==> src/rtl/ofs_comp_incr.sv <==
module ofs_comp_incr #(
  parameter int OFS_W = 24,
  parameter int CNT_W = 16
) (
  input  logic             clk,
  input  logic             rst_n,
  input  logic             tick_en,
  input  logic [OFS_W-1:0] ofs_count,
  input  logic             cal_bad,
  input  logic             comp_en,
  input  logic             to_dchg,
  input  logic             chg_inc,
  input  logic             dchg_inc,
  output logic [CNT_W-1:0] chg_cnt,
  output logic [CNT_W-1:0] dchg_cnt
);

  localparam logic [OFS_W-1:0] ONE = OFS_W'(1);
  localparam logic [CNT_W-1:0] TWO = CNT_W'(2);

  logic             active, active_q, reload, fire;
  logic [OFS_W-1:0] ofs_q, remain;

  assign active = comp_en & ~cal_bad & (|ofs_count);
  assign reload = active & (~active_q | (ofs_count != ofs_q));
  assign fire   = active & ~reload & tick_en & (remain <= ONE);

  always_ff @(posedge clk or negedge rst_n) begin
    if (!rst_n) begin
      active_q <= 1'b0;
      ofs_q    <= '0;
      remain   <= '0;
    end else begin
      active_q <= active;
      ofs_q    <= ofs_count;
      if (reload || fire)
        remain <= ofs_count;
      else if (active && tick_en)
        remain <= remain - ONE;
    end
  end

  always_ff @(posedge clk or negedge rst_n) begin
    if (!rst_n) begin
      chg_cnt  <= '0;
      dchg_cnt <= '0;
    end else begin
      chg_cnt  <= chg_cnt + CNT_W'(chg_inc) + CNT_W'(fire & ~to_dchg);
      dchg_cnt <= dchg_cnt + CNT_W'(dchg_inc) + CNT_W'(fire & to_dchg);
    end
  end


  cal_block_chk: assert property (@(posedge clk) disable iff (!rst_n)
    (cal_bad && !chg_inc && !dchg_inc) |=>
      (chg_cnt == $past(chg_cnt)) && (dchg_cnt == $past(dchg_cnt)));


  en_block_chk: assert property (@(posedge clk) disable iff (!rst_n)
    (!comp_en && !chg_inc && !dchg_inc) |=>
      (chg_cnt == $past(chg_cnt)) && (dchg_cnt == $past(dchg_cnt)));


  zero_ofs_chk: assert property (@(posedge clk) disable iff (!rst_n)
    ((ofs_count == '0) && !chg_inc && !dchg_inc) |=>
      (chg_cnt == $past(chg_cnt)) && (dchg_cnt == $past(dchg_cnt)));


  sel_chg_chk: assert property (@(posedge clk) disable iff (!rst_n)
    (!to_dchg && !dchg_inc) |=> dchg_cnt == $past(dchg_cnt));


  sel_dchg_chk: assert property (@(posedge clk) disable iff (!rst_n)
    (to_dchg && !chg_inc) |=> chg_cnt == $past(chg_cnt));


  step_limit_chk: assert property (@(posedge clk) disable iff (!rst_n)
    1'b1 |=> CNT_W'(chg_cnt - $past(chg_cnt)) <= TWO);

endmodule

==> config.mk <==
export PLATFORM = sky130hd
export DESIGN_NAME = ofs_comp_incr
export DESIGN_NICKNAME = d
export VERILOG_FILES = /design/src/rtl/ofs_comp_incr.sv
export SDC_FILE = /design/constraint.sdc
export NUM_CORES = 1
export LEC_CHECK = 0
export BUFFER_PORTS_ARGS = -buffer_cell sky130_fd_sc_hd__buf_2
export CORE_UTILIZATION = 60
export CTS_BUF_LIST = sky130_fd_sc_hd__clkbuf_8
export DETAILED_ROUTE_END_ITERATION = 8
export GPL_TIMING_DRIVEN = 0
export PLACE_DENSITY = 0.94
export SLEW_MARGIN = 20
export SYNTH_ARGS = -nofsm -noshare
export SYNTH_HDL_FRONTEND = slang
export SYNTH_SLANG_ARGS = --single-unit
==> constraint.sdc <==
create_clock -name clk -period 7.6 [get_ports clk]
set_input_delay 1.14 -clock clk [delete_from_list [all_inputs] [get_ports clk]]
set_output_delay 1.14 -clock clk [all_outputs]
set_load 0.02 [all_outputs]
==> flow_summary.json <==
{
  "status": "complete, no violations",
  "tightest_slew_ns": 0.831,
  "first_iter_violations": 519,
  "finalSetupViolCount": 0,
  "async_flop_share_pct": 100,
  "post_cts_resize_count": 0,
  "powerDensity_mw_per_mm2": 229,
  "arrival_ns": 4.12,
  "post_drt_via_cell_ratio": 6.30,
  "vias": 3369,
  "synth_flop_cell": "dfrtp_1",
  "slew_headroom_pct": 44.3,
  "port_buffers": 63,
  "final_nets": 491,
  "grt_pass1_wl_microns": 15900,
  "path_max_fanout": 6,
  "worstReg2RegEnd": "chg_cnt[14]",
  "cts_hold_buf": 0,
  "layout_setup_ws_ns": 3.73,
  "max-vdd-ir-drop_mv": 0.204,
  "critPathLaunch": "ofs_count[17]",
  "maxCapViolCount": 0,
  "ant_nets": 0,
  "synth_area_leader_cell": "dfrtp_1",
  "path_clk_slew_ns": 0.09,
  "r2r_slack_ns": 4.28,
  "synth_simple_gate_area_share_pct": 17.6,
  "core.rowCount": 29,
  "top_layer_used": "met4",
  "cts-root-buf": "clkbuf_8",
  "num-fill-cells": 440,
  "die_w_microns": 83.5,
  "antenna_found_initial": 0,
  "synthMuxAreaShare_pct": 6.06,
  "synthAdderAreaFrac_pct": 2.26,
  "wl_met2_microns": 4530,
  "slew_viol_final": 0,
  "core_area_sq_mm": 0.00639,
  "cts_htree_levels": 3,
  "timing.rr.start": "ofs_q[11]",
  "layout_worst_path_cycle_share_pct": 50.9,
  "fmax_ghz": 0.259,
  "gr-usage-all-layers_pct": 29.1,
  "cts_sinks": 81,
  "synth_seq_cells": 81,
  "clock_path_buffers": 2,
  "wire_per_inst_microns": 17.5,
  "n_antenna_cell": 0,
  "cts_made_buffers": 9,
  "drt-total-wl_microns": 9360,
  "wl_met1_microns": 3830,
  "drc": 0,
  "p_leak_nw": 2.21,
  "ff2ff_path_depth": 11,
  "cp-start-kind": "primary input",
  "initial_core_util_pct": 62.4,
  "yosysSeqAreaShare_pct": 50.8,
  "dp.cells": 519,
  "syn2layout_area_growth_pct": 15.5,
  "critPathKind": "in2reg",
  "skew_ns": 0.0105,
  "finalWeightedCongestion": 0.933,
  "dr_wl_met3_microns": 706,
  "fin_cells": 535,
  "syn-cell-area_sq_mm": 0.00399,
  "grt_max_degree": 51,
  "hpwl_microns": 6790,
  "rsz0062_at_grt": "false",
  "drive_gt1_share_pct": 20.1,
  "netlist_instances": 378,
  "synth_area_leaders": "dfrtp_1 (51%), xnor2_1 (9.7%), mux2i_1 (5.8%)",
  "synth_compound_area_share_pct": 7.88,
  "dieArea_sq_mm": 0.00698,
  "synth_edf_count": 0,
  "pre_cts_slack_ns": 3.37,
  "synth_top_area_share_pct": 50.8,
  "synth-xor-area-share_pct": 11.4,
  "period_needed_ns": 3.87,
  "syn_avg_cell_area_sq_um": 10.5,
  "dr.pass1.iters": 5,
  "synth_warnings": 0,
  "clkLatencyLatePin_ns": 0.37,
  "hold_path.class": "reg2reg",
  "grt_pass1_vias": 3301,
  "crit_path_end_kind": "flip-flop",
  "die_y_microns": 83.5,
  "grt_overflow_total": 0,
  "yosys.cell_types.count": 35,
  "critical_path_required_ns": 7.85,
  "synth_top_family_by_area": "simple AND/OR/NAND/NOR gates",
  "crit_end": "chg_cnt[14]",
  "cts_setup_buffers": 0,
  "io_pins": 64,
  "synth_fp_nets": 416,
  "tritoncts": "built",
  "hold_viol": 0,
  "finalSetupTns_ns": 0
}
## cells in the final DEF, fill, tap and decap left out, drive strengths merged, types with 3 or more instances in the layout
cell type / count
and3: 10
xor2: 8
clkinvlp: 3
clkbuf: 14
nand4: 15
buf: 67
nand3: 20
and2: 3
inv: 29
nand2: 34
mux2i: 23
nor3: 10
o21ai: 23
a22oi: 20
nor2b: 3
xnor2: 44
nor4: 16
dfrtp: 81
or4: 3
nor2: 14
ha: 4
## report_power, final
| part | switching, mW | internal (mW) | total, mW | leakage [nW] |
|---|---|---|---|---|
| sequential | 0.0623 | 0.488 | 0.551 | 0.981 |
| clock | 0.168 | 0.121 | 0.290 | 0.0827 |
| combinational | 0.129 | 0.0846 | 0.214 | 1.15 |
| total | 0.360 | 0.694 | 1.05 | 2.21 |
## synthesized netlist by cell type (all sizes together) (3+ instances only)
master and n:
a22oi 20, and2 3, and3 10, buf 3, clkbuf 5, dfrtp 81
ha 4, inv 26, mux2i 23, nand2 34, nand3 20, nand4 15
nor2 14, nor2b 3, nor3 10, nor4 16, o21ai 23, or4 3
xnor2 44, xor2 8
## layout make-up
class                   count  area, sq um  share of cell area (%)
repair buffers             64          345                    7.50
well taps                  77         96.3                    2.09
clock inverters             7         53.8                    1.17
plain buffers               8         58.8                    1.28
multi-input cells         263         1800                    39.2
clock buffers               9          124                    2.69
inverters                  26         97.6                    2.12
flip-flops and latches     81         2030                    44.0
## flip-flops by register name, summed over array words and instances, names as in the netlist
register,count
active_q,1
chg_cnt,16
remain,24
ofs_q,24
dchg_cnt,16
## kinds of logic after synthesis
family | count (synthesis)
compound gates | 50
xor+xnor | 52
fa+ha+maj | 6
buf+inv | 34
flops | 81
mux | 24
simple gates | 131
## metrics by stage
stage	power (mW)	util (%)	cell area [sq um]	hold WS, ns
2_1_floorplan	0.674	-	3990	0.474
3_3_place_gp	0.753	68.9	4400	0.452
3_5_place_dp	0.769	69.4	4430	0.452
4_1_cts	1.06	72.1	4610	0.468
5_1_grt	1.10	72.1	4610	0.484
6_report	1.05	72.1	4610	0.467
## layer usage
metal  track usage, %  vias up
met4             13.6        0
met2             45.8      203
li1                 -     1477
met1             39.8     1648
met5                0        -
met3             5.14       41
## worst min path at each step
stage          cells past startpoint      endpoint         start
3_5_place_dp                       1  dchg_cnt[15]  dchg_cnt[15]
4_1_cts                            1  dchg_cnt[15]  dchg_cnt[15]
2_1_floorplan                      1    remain[13]    remain[13]
3_3_place_gp                       1  dchg_cnt[15]  dchg_cnt[15]
6_report                           1  dchg_cnt[15]  dchg_cnt[15]
5_1_grt                            1  dchg_cnt[15]  dchg_cnt[15]
## critical path: stages
cell and delay (ns):
buf_2 0.14, xnor2_1 0.18, nand4_1 0.20, nor3_1 0.69
nand2_1 0.17, nor4_1 0.39, fa_1 0.29, ha_1 0.22
and3_1 0.23, nor2b_1 0.23, nand2_1 0.10, xnor2_1 0.13
No activity file was read; power rests on OpenSTA's default activity.
